<file path="config.mk">
export PLATFORM = sky130hd
export DESIGN_NAME = wake_cause_regs
export DESIGN_NICKNAME = d
export VERILOG_FILES = /design/src/rtl/wkc_pkg.sv /design/src/rtl/wkc_window.sv /design/src/rtl/wkc_causes.sv /design/src/rtl/wkc_wake_mask.sv /design/src/rtl/wkc_irq.sv /design/src/rtl/wake_cause_regs.sv
export SDC_FILE = /design/constraint.sdc
export NUM_CORES = 1
export LEC_CHECK = 0
export BUFFER_PORTS_ARGS = -buffer_cell sky130_fd_sc_hd__buf_2
export CORE_AREA = 2 2 53 55
export DETAILED_ROUTE_END_ITERATION = 10
export DIE_AREA = 0 0 55 57
export HOLD_SLACK_MARGIN = 0.12
export PLACE_DENSITY = 0.74
export SYNTH_ARGS = -nofsm -noshare
export SYNTH_HDL_FRONTEND = slang
export SYNTH_SLANG_ARGS = --single-unit
</file>
<file path="constraint.sdc">
create_clock -name clk_i -period 1 [get_ports clk_i]
set_input_delay 0.15 -clock clk_i [delete_from_list [all_inputs] [get_ports clk_i]]
set_output_delay 0.15 -clock clk_i [all_outputs]
set_load 0.005 [all_outputs]
</file>
<file path="src/rtl/wkc_pkg.sv">
// Package: register addresses and control field positions shared by the
// wake cause register block and its bench. Assumes word addressing.
package wkc_pkg;
    localparam int unsigned ADDR_W = 3;

    typedef enum logic [ADDR_W-1:0] {
        A_INTR_STATE = 3'd0,
        A_INTR_EN    = 3'd1,
        A_INTR_TEST  = 3'd2,
        A_MASK_LOCK  = 3'd3,
        A_WAKE_MASK  = 3'd4,
        A_WAKE_STAT  = 3'd5,
        A_CAP_CTRL   = 3'd6,
        A_CAUSES     = 3'd7
    } wkc_addr_e;

    // capture control field positions
    localparam int unsigned CTRL_SUPPRESS = 0;
    localparam int unsigned CTRL_SW_EN    = 1;
    localparam int unsigned CTRL_W        = 2;
endpackage

</file>
<file path="src/rtl/wkc_window.sv">
// Capture window control. It holds the suppress and software enable bits and
// a hardware window flag. The flag opens on leave_active_i and closes when
// software drops suppress from 1 to 0. A pulse on leave_active_i takes
// priority over that close. Assumes leave_active_i is a single-cycle pulse.
module wkc_window
    import wkc_pkg::*;
(
    input  logic              clk_i,
    input  logic              rst_ni,
    input  logic              ctrl_we_i,
    input  logic [CTRL_W-1:0] ctrl_wdata_i,
    input  logic              leave_active_i,
    output logic [CTRL_W-1:0] ctrl_o,
    output logic              cap_en_o
);
    logic              suppress_q;
    logic              sw_en_q;
    logic              hw_win_q;
    logic              suppress_fall;

    assign suppress_fall = ctrl_we_i && suppress_q && !ctrl_wdata_i[CTRL_SUPPRESS];

    // software control bits
    always_ff @(posedge clk_i) begin
        if (!rst_ni) begin
            suppress_q <= 1'b0;
            sw_en_q    <= 1'b0;
        end else if (ctrl_we_i) begin
            suppress_q <= ctrl_wdata_i[CTRL_SUPPRESS];
            sw_en_q    <= ctrl_wdata_i[CTRL_SW_EN];
        end
    end

    // hardware window: opened by leaving Active, closed by un-suppressing
    always_ff @(posedge clk_i) begin
        if (!rst_ni) begin
            hw_win_q <= 1'b0;
        end else if (leave_active_i) begin
            hw_win_q <= 1'b1;
        end else if (suppress_fall) begin
            hw_win_q <= 1'b0;
        end
    end

    always_comb begin
        ctrl_o                = '0;
        ctrl_o[CTRL_SUPPRESS] = suppress_q;
        ctrl_o[CTRL_SW_EN]    = sw_en_q;
    end

    assign cap_en_o = (hw_win_q || sw_en_q) && !suppress_q;


    window_opens_chk: assert property (@(posedge clk_i) disable iff (!rst_ni)
        leave_active_i |=> hw_win_q);


    window_closes_chk: assert property (@(posedge clk_i) disable iff (!rst_ni)
        (suppress_fall && !leave_active_i) |=> !hw_win_q);
endmodule

</file>
<file path="src/rtl/wkc_causes.sv">
// Sticky cause bits. Each enabled event sets its bit while capture is
// enabled. A write-one-to-clear mask removes bits, and a capture in the same
// cycle wins over the clear. recorded_o flags any recording in this cycle.
module wkc_causes #(
    parameter int unsigned NR = 3
) (
    input  logic          clk_i,
    input  logic          rst_ni,
    input  logic          cap_en_i,
    input  logic [NR-1:0] event_i,
    input  logic          clr_we_i,
    input  logic [NR-1:0] clr_mask_i,
    output logic [NR-1:0] causes_o,
    output logic          recorded_o
);
    logic [NR-1:0] cause_q;
    logic [NR-1:0] set_vec;
    logic [NR-1:0] clr_vec;

    assign set_vec = cap_en_i ? event_i : '0;
    assign clr_vec = clr_we_i ? clr_mask_i : '0;

    // per-bit sticky register, set beats clear
    for (genvar i = 0; i < NR; i++) begin : g_bit
        always_ff @(posedge clk_i) begin
            if (!rst_ni) begin
                cause_q[i] <= 1'b0;
            end else if (set_vec[i]) begin
                cause_q[i] <= 1'b1;
            end else if (clr_vec[i]) begin
                cause_q[i] <= 1'b0;
            end
        end
    end

    assign causes_o   = cause_q;
    assign recorded_o = |set_vec;


    cause_sticky_chk: assert property (@(posedge clk_i) disable iff (!rst_ni)
        !clr_we_i |=> (($past(cause_q) & ~cause_q) == '0));


    no_record_when_off_chk: assert property (@(posedge clk_i) disable iff (!rst_ni)
        !cap_en_i |=> ((cause_q & ~$past(cause_q)) == '0));
endmodule

</file>
<file path="src/rtl/wkc_wake_mask.sv">
// Wake enable mask with a write-zero-to-clear lock. While the lock is 0 the
// mask is frozen. Produces the masked wake status. The wake inputs are
// assumed to be already synchronous to clk_i.
module wkc_wake_mask #(
    parameter int unsigned NW = 1
) (
    input  logic          clk_i,
    input  logic          rst_ni,
    input  logic          lock_we_i,
    input  logic          lock_wbit_i,
    input  logic          mask_we_i,
    input  logic [NW-1:0] mask_wdata_i,
    input  logic [NW-1:0] wake_raw_i,
    output logic          lock_o,
    output logic [NW-1:0] mask_o,
    output logic [NW-1:0] status_o
);
    logic          lock_q;
    logic [NW-1:0] mask_q;

    // lock: only ever falls, and only on a write of 0
    always_ff @(posedge clk_i) begin
        if (!rst_ni) begin
            lock_q <= 1'b1;
        end else if (lock_we_i && !lock_wbit_i) begin
            lock_q <= 1'b0;
        end
    end

    // mask: writable only while unlocked
    always_ff @(posedge clk_i) begin
        if (!rst_ni) begin
            mask_q <= '0;
        end else if (mask_we_i && lock_q) begin
            mask_q <= mask_wdata_i;
        end
    end

    assign lock_o   = lock_q;
    assign mask_o   = mask_q;
    assign status_o = wake_raw_i & mask_q;


    lock_stays_low_chk: assert property (@(posedge clk_i) disable iff (!rst_ni)
        !lock_q |=> !lock_q);


    mask_frozen_chk: assert property (@(posedge clk_i) disable iff (!rst_ni)
        !lock_q |=> $stable(mask_q));
endmodule

</file>
<file path="src/rtl/wkc_irq.sv">
// Wakeup interrupt: a state bit set by hardware or by a test write and
// cleared by write-one. The hardware set wins over the clear. An enable
// bit gates the output.
module wkc_irq (
    input  logic clk_i,
    input  logic rst_ni,
    input  logic hw_set_i,
    input  logic state_we_i,
    input  logic state_wbit_i,
    input  logic en_we_i,
    input  logic en_wbit_i,
    input  logic test_we_i,
    input  logic test_wbit_i,
    output logic state_o,
    output logic en_o,
    output logic intr_o
);
    logic state_q;
    logic en_q;
    logic set_any;

    assign set_any = hw_set_i || (test_we_i && test_wbit_i);

    // interrupt state, set beats clear
    always_ff @(posedge clk_i) begin
        if (!rst_ni) begin
            state_q <= 1'b0;
        end else if (set_any) begin
            state_q <= 1'b1;
        end else if (state_we_i && state_wbit_i) begin
            state_q <= 1'b0;
        end
    end

    // interrupt enable
    always_ff @(posedge clk_i) begin
        if (!rst_ni) begin
            en_q <= 1'b0;
        end else if (en_we_i) begin
            en_q <= en_wbit_i;
        end
    end

    assign state_o = state_q;
    assign en_o    = en_q;
    assign intr_o  = state_q && en_q;


    test_sets_state_chk: assert property (@(posedge clk_i) disable iff (!rst_ni)
        (test_we_i && test_wbit_i) |=> state_q);


    record_sets_state_chk: assert property (@(posedge clk_i) disable iff (!rst_ni)
        hw_set_i |=> state_q);
endmodule

</file>
<file path="src/rtl/wake_cause_regs.sv">
// Wake cause register block top. It decodes the word-addressed write port,
// muxes the combinational read port and wires the causes, window, wake mask
// and interrupt pieces together. Cause layout: peripheral wakes in the low
// NUM_WAKE bits, then fall-through, then abort. Assumes DW > NUM_WAKE + 2.
module wake_cause_regs
    import wkc_pkg::*;
#(
    parameter int unsigned NUM_WAKE = 1,
    parameter int unsigned DW       = 32
) (
    input  logic                clk_i,
    input  logic                rst_ni,
    input  logic                reg_we_i,
    input  logic [ADDR_W-1:0]   reg_addr_i,
    input  logic [DW-1:0]       reg_wdata_i,
    output logic [DW-1:0]       reg_rdata_o,
    input  logic                leave_active_i,
    input  logic [NUM_WAKE-1:0] wake_req_i,
    input  logic                abort_i,
    input  logic                fall_through_i,
    output logic                intr_o
);
    localparam int unsigned NR     = NUM_WAKE + 2;
    localparam int unsigned FT_BIT = NUM_WAKE;
    localparam int unsigned AB_BIT = NUM_WAKE + 1;

    logic [7:0]          wsel;
    logic [CTRL_W-1:0]   ctrl;
    logic                cap_en;
    logic [NR-1:0]       events;
    logic [NR-1:0]       causes;
    logic                recorded;
    logic                lock;
    logic [NUM_WAKE-1:0] wmask;
    logic [NUM_WAKE-1:0] wstat;
    logic                irq_state;
    logic                irq_en;
    logic                wdata_unused;

    assign wdata_unused = ^reg_wdata_i[DW-1:NR];

    // one write select per address
    for (genvar a = 0; a < 8; a++) begin : g_wsel
        assign wsel[a] = reg_we_i && (reg_addr_i == ADDR_W'(a));
    end

    // event vector in cause layout
    always_comb begin
        events                   = '0;
        events[NUM_WAKE-1:0]     = wstat;
        events[FT_BIT]           = fall_through_i;
        events[AB_BIT]           = abort_i;
    end

    wkc_window u_window (
        .clk_i          (clk_i),
        .rst_ni         (rst_ni),
        .ctrl_we_i      (wsel[A_CAP_CTRL]),
        .ctrl_wdata_i   (reg_wdata_i[CTRL_W-1:0]),
        .leave_active_i (leave_active_i),
        .ctrl_o         (ctrl),
        .cap_en_o       (cap_en)
    );

    wkc_causes #(.NR(NR)) u_causes (
        .clk_i      (clk_i),
        .rst_ni     (rst_ni),
        .cap_en_i   (cap_en),
        .event_i    (events),
        .clr_we_i   (wsel[A_CAUSES]),
        .clr_mask_i (reg_wdata_i[NR-1:0]),
        .causes_o   (causes),
        .recorded_o (recorded)
    );

    wkc_wake_mask #(.NW(NUM_WAKE)) u_mask (
        .clk_i        (clk_i),
        .rst_ni       (rst_ni),
        .lock_we_i    (wsel[A_MASK_LOCK]),
        .lock_wbit_i  (reg_wdata_i[0]),
        .mask_we_i    (wsel[A_WAKE_MASK]),
        .mask_wdata_i (reg_wdata_i[NUM_WAKE-1:0]),
        .wake_raw_i   (wake_req_i),
        .lock_o       (lock),
        .mask_o       (wmask),
        .status_o     (wstat)
    );

    wkc_irq u_irq (
        .clk_i        (clk_i),
        .rst_ni       (rst_ni),
        .hw_set_i     (recorded),
        .state_we_i   (wsel[A_INTR_STATE]),
        .state_wbit_i (reg_wdata_i[0]),
        .en_we_i      (wsel[A_INTR_EN]),
        .en_wbit_i    (reg_wdata_i[0]),
        .test_we_i    (wsel[A_INTR_TEST]),
        .test_wbit_i  (reg_wdata_i[0]),
        .state_o      (irq_state),
        .en_o         (irq_en),
        .intr_o       (intr_o)
    );

    // combinational read mux
    always_comb begin
        reg_rdata_o = '0;
        case (reg_addr_i)
            A_INTR_STATE: reg_rdata_o[0]              = irq_state;
            A_INTR_EN:    reg_rdata_o[0]              = irq_en;
            A_MASK_LOCK:  reg_rdata_o[0]              = lock;
            A_WAKE_MASK:  reg_rdata_o[NUM_WAKE-1:0]   = wmask;
            A_WAKE_STAT:  reg_rdata_o[NUM_WAKE-1:0]   = wstat;
            A_CAP_CTRL:   reg_rdata_o[CTRL_W-1:0]     = ctrl;
            A_CAUSES:     reg_rdata_o[NR-1:0]         = causes;
            default:      reg_rdata_o                 = '0;
        endcase
    end


    intr_gated_chk: assert property (@(posedge clk_i) disable iff (!rst_ni)
        !irq_en |-> !intr_o);
endmodule

</file>
; ---- Word level (Yosys, flattened, before mapping)
; Cells that the tools add are included.
[word_totals]
ram_bits = 0
latchBits = 0
rom_bits = 0
ff_bits = 10
mem_count = 0
[classes]
n_eq_ne = 7
reduce_logical = 26
shift = 0
bitwise_logic = 1
magnitude_cmp = 0
muxes = 15
n_mul = 0
div_mod_pow = 0
add_sub_neg = 0
[op_table]
columns = op, count
row1 = 1-bit logical AND, 15
row2 = "3-bit == test, second input constant", 4
row3 = 1-bit two-way mux, 11
row4 = 2-bit nonzero test, 5
row5 = 1-bit one-hot mux with 7 select lines, 1
row6 = "3-bit by 2-bit == test with 1-bit output, second input constant", 2
row7 = 3-bit two-way mux, 2
row8 = "3-bit by 1-bit == test with 1-bit output, second input constant", 1
row9 = 3-bit logical NOT, 1
row10 = 3-bit OR reduction, 1
row11 = 1-bit logical NOT, 2
row12 = 1-bit logical OR, 2
row13 = 1-bit one-hot mux with 2 select lines, 1
row14 = 1-bit bitwise AND, 1

; ---- Depth between registers and ports, before layout
[depth]
depth_word = 6
depth_mapped = 4

; ---- By module
; From an unflattened synthesis, not the netlist that was laid out.
[hier_totals]
hier_cells = 104
hier_area_um2 = 834.6
[modules_own_cells]
columns = mod, instances, area_each_um2, cells_per_inst, seq_area_each_um2
row1 = wake_cause_regs, 1, 400.4, 59, 0.0
row2 = wkc_window, 1, 136.4, 14, 60.1
row3 = wkc_causes, 1, 125.1, 13, 60.1
row4 = wkc_irq, 1, 90.1, 8, 40.0
row5 = wkc_wake_mask, 1, 82.6, 10, 40.0

; ---- Worst setup path before layout
; Ideal clock, no wire load.
[synth_path]
kind = input -> register
startpoint = in reg_addr_i[2]
endpoint = reg u_irq.state_q, in the netlist u_irq.state_o
n_path_buf = 0
path_slack_ns = 0.015
setup_ns = 0.117
cell_stages = 3
arrival_ns = 0.868
cell_sequence = and4bb_1 > mux2_4 > a22o_1
[synth_between]
elab_chain_cells = 5
[synth_rtl]
columns = item, line
row1 = "start, declared", wake_cause_regs.sv:14  ; input logic [ADDR_W-1:0] reg_addr_i,
row2 = 3-bit by 2-bit == test with 1-bit output, wake_cause_regs.sv:44  ; assign wsel[a] = reg_we_i && (reg_addr_i == ADDR_W'(a));
row3 = 1-bit logical AND, wake_cause_regs.sv:44
row4 = 1-bit logical AND, wkc_irq.sv:22  ; assign set_any = hw_set_i || (test_we_i && test_wbit_i);
row5 = 1-bit logical OR, wkc_irq.sv:22
row6 = 1-bit two-way mux / 2-bit nonzero test (equally long branches), --
row7 = "end signal, assigned", wkc_irq.sv:27  ; state_q <= 1'b0;
row8 = "end signal, assigned", wkc_irq.sv:29  ; state_q <= 1'b1;
row9 = "end signal, assigned", wkc_irq.sv:31  ; state_q <= 1'b0;
row10 = "end, declared", wkc_irq.sv:18  ; logic state_q;
; Several ways; a longest one is shown, not always the timed one.
; A chain may end at the register's enable or synchronous reset.

; ---- Final worst setup path
[layout_path]
startpoint = reg u_irq.en_q, in the netlist u_irq.en_o
endpoint = out reg_rdata_o[0]
[layout_between]
elab_chain_cells = 1
[layout_rtl]
columns = item, line
row1 = "start, declared", wkc_irq.sv:19  ; logic en_q;
row2 = "start signal, assigned", wkc_irq.sv:40  ; en_q <= en_wbit_i;
row3 = 1-bit one-hot mux with 7 select lines, wake_cause_regs.sv:107  ; case (reg_addr_i)
row4 = "end, declared", wake_cause_regs.sv:16  ; output logic [DW-1:0] reg_rdata_o,
; Every way passes these cells.

==> run metrics <==
outcome complete, but fails checks; failing checks negative setup slack; Finish-stage setup viols 4; mux cell area share after synthesis 0.0961; share of the synthesized area in the top cell type 0.302; initial antenna violation count 0; Slew Limit Fails 0; worst setup path class register to output port; leakage about 0.47 nW; clock period minus worst slack between 1 and 1.5 ns; H-tree levels 1; Primary FF master, synth dfxtp_1; vias in the first global route around 600; switch share 0.285; Crit-path slowest cell dfxtp_2; Seq/Total Area, Yosys 0.252; Reg power frac 0.469; all-layer global routing usage 0.116; CP required around 0.85 ns; area delta synth->final 17.8%; simple-gate share of the synthesized area 0.209; total core area ~0.0026 mm^2; compound-gate portion of the synthesized area 0.126; row cnt 19; Max IR drop VDD ~0.00045 V; Cell variety after synth 30; Final nets between 150 and 200; power per cell area 983 mW/mm^2; largest net degree at the start of global routing 11; adder-cell share of the synthesized area 0; DP Wirelength about 1.3 mm; drt wl/cell between 10 and 15 um; worst-path cell chain mux2_4, nand3b_1, o221ai_2, buf_2; PnR worst setup slack -0.321 ns; XOR/XNOR share of the synthesized area 0; Data arrival, critical path around 1.2 ns; worst skew pair latency ~0.27 ns; Clock power frac 0.304; critical path peak fanout 2; RSZ-0062 raised after global routing yes; number of fill cells in the layout 280; Startpoint Class register; Max clock buf depth 2; crit end category output port; hold crit path type input pin to register; # clock sinks 10; max-cap viol count 0; Mapped Avg Cell Area roughly 9 um^2; internal power ~0.00066 W; die footprint approximately 0.0031 mm^2; Storage cell area around 210 um^2; num ports 75; top-count cell post-synth buf_4; drt drc 0; slowest stage delay, CP around 0.32 ns; root buffer cell clkbuf_4; Design Power between 0.0009 and 0.001 W; drt first pass iters 4; period utilisation layout 1.32; combinational power share 0.227; grt total ovfl 0; number of CTS-inserted buffers 3; flops & latches, synth 10; Warnings, synthesis 0; Final Hold Vio Count 0; synth top area cells buf_4 (30%), dfxtp_1 (25%), mux2i_1 (6.3%); hold_ws 0.123 ns; antenna viol nets, final 0; number of flops mapped to enable cells by yosys 0; height of the chip 57 um; total negative slack -0.475 ns; DRT Wirelength about 1.6 mm; Synth Instances 90; first-pass GRT wire length roughly 2.6 mm; post-synth top area cell buf_4; Initial Util 0.304; post-DR vias/cell around 4.3; R2R depth 4; DR iter-0 viols 6; combinational family with the most area after synthesis buffers and inverters; total number of vias 630; layout cells sized above 1 0.383; port bufs 16; ANT cells 0; Setup WS pre-CTS -0.133 ns; most instantiated cells after synthesis buf_4 (32), dfxtp_1 (10), nand2_1 (10); max frequency between 0.7 and 0.8 GHz; multi-input logic area between 400 and 500 um^2; P_sw roughly 0.00026 W; Worst-path clk slew roughly 0.06 ns; CTS tree done; Setup Skew 0.00206 ns; Synth async-reset ratio 0; Routability Congestion just over 0.8; Mapped Area 795 um^2; hold path depth 2; Die Wd around 55 um
[final timing paths]
path / startpoint / end / slack [ns]
setup / recovery: u_irq.en_o / reg_rdata_o[0] / -0.32
hold / removal: abort_i / u_causes.causes_o[2] / 0.12
setup reg to reg: u_mask.lock_o / u_mask.mask_o / -0.03
hold reg to reg: u_causes.causes_o[1] / u_causes.causes_o[1] / 0.50
[worst max-delay path, delay by kind of cell, from the launching register on]
kind | cells | cell delay [ns]
AND/OR/NAND/NOR | 1 | 0.10
buffers and inverters | 1 | 0.13
multiplexers | 1 | 0.26
AO/OA/AOI/OAI | 1 | 0.09
flip-flops | 1 | 0.32
[power groups by stage]
stage | registers (W) | clock network (W) | logic [W]
2_1_floorplan | 0.000434 | 0 | 0.000197
3_3_place_gp | 0.000436 | 0 | 0.000181
3_5_place_dp | 0.000438 | 0 | 0.000185
4_1_cts | 0.000430 | 0.000289 | 0.000196
5_1_grt | 0.000433 | 0.000317 | 0.000237
6_report | 0.000431 | 0.000280 | 0.000209
[cell usage in the layout, fill, tap and decap left out, types with 2 or more instances in the layout]
master and instances:
a32o_1 2, mux2i_1 5, o41ai_1 2, clkbuf_4 3, mux2_4 2, dfxtp_1 5
buf_2 15, dfxtp_2 5, conb_1 29, nor2b_1 2, buf_4 9, nand2_1 9
nor2_1 5
[logic make-up (layout without fill, tap and decap cells)]
logic type | count (synthesis) | after routing
AOI/OAI and AO/OA | 12 | 12
buffers and inverters | 34 | 31
DFF | 10 | 10
muxes | 7 | 7
other | 1 | 29
and+or+nand+nor | 26 | 26
[state kept, by name, indices dropped and copies added (netlist names)]
register / flops
u_window.hw_win_q: 1
u_mask.lock_o: 1
u_irq.state_o: 1
u_causes.causes_o: 3
u_window.suppress_q: 1
u_mask.mask_o: 1
u_irq.en_o: 1
u_window.sw_en_q: 1
[stage by stage]
step	area [um^2]	cells	util
2_1_floorplan	900	118	-
3_3_place_gp	840	139	0.321
3_5_place_dp	840	139	0.321
4_1_cts	912	145	0.349
5_1_grt	936	146	0.358
6_report	936	146	0.358
[timing repair]
action,CTS,global route
gates resized for setup,8,4
pin swaps,1,1
endpoints found under the hold margin,1,0
setup buffers,2,2
hold buffers,1,0
setup endpoints to repair,8,5
[per-layer routing]
| metal | share of wire | GRT usage |
|---|---|---|
| met1 | 0.43 | 0.137 |
| met5 | 0 | 0 |
| met4 | 0.026 | 0.0697 |
| met2 | 0.47 | 0.175 |
| met3 | 0.075 | 0.0445 |
[cell type report]
class	count	area share
repair buffers	27	0.197
clock buffers	3	0.0241
inverters	1	0.00401
flip-flops and latches	10	0.221
multi-input cells	74	0.513
well taps	31	0.0414
Note: power is estimated with default switching activity, not from simulation.
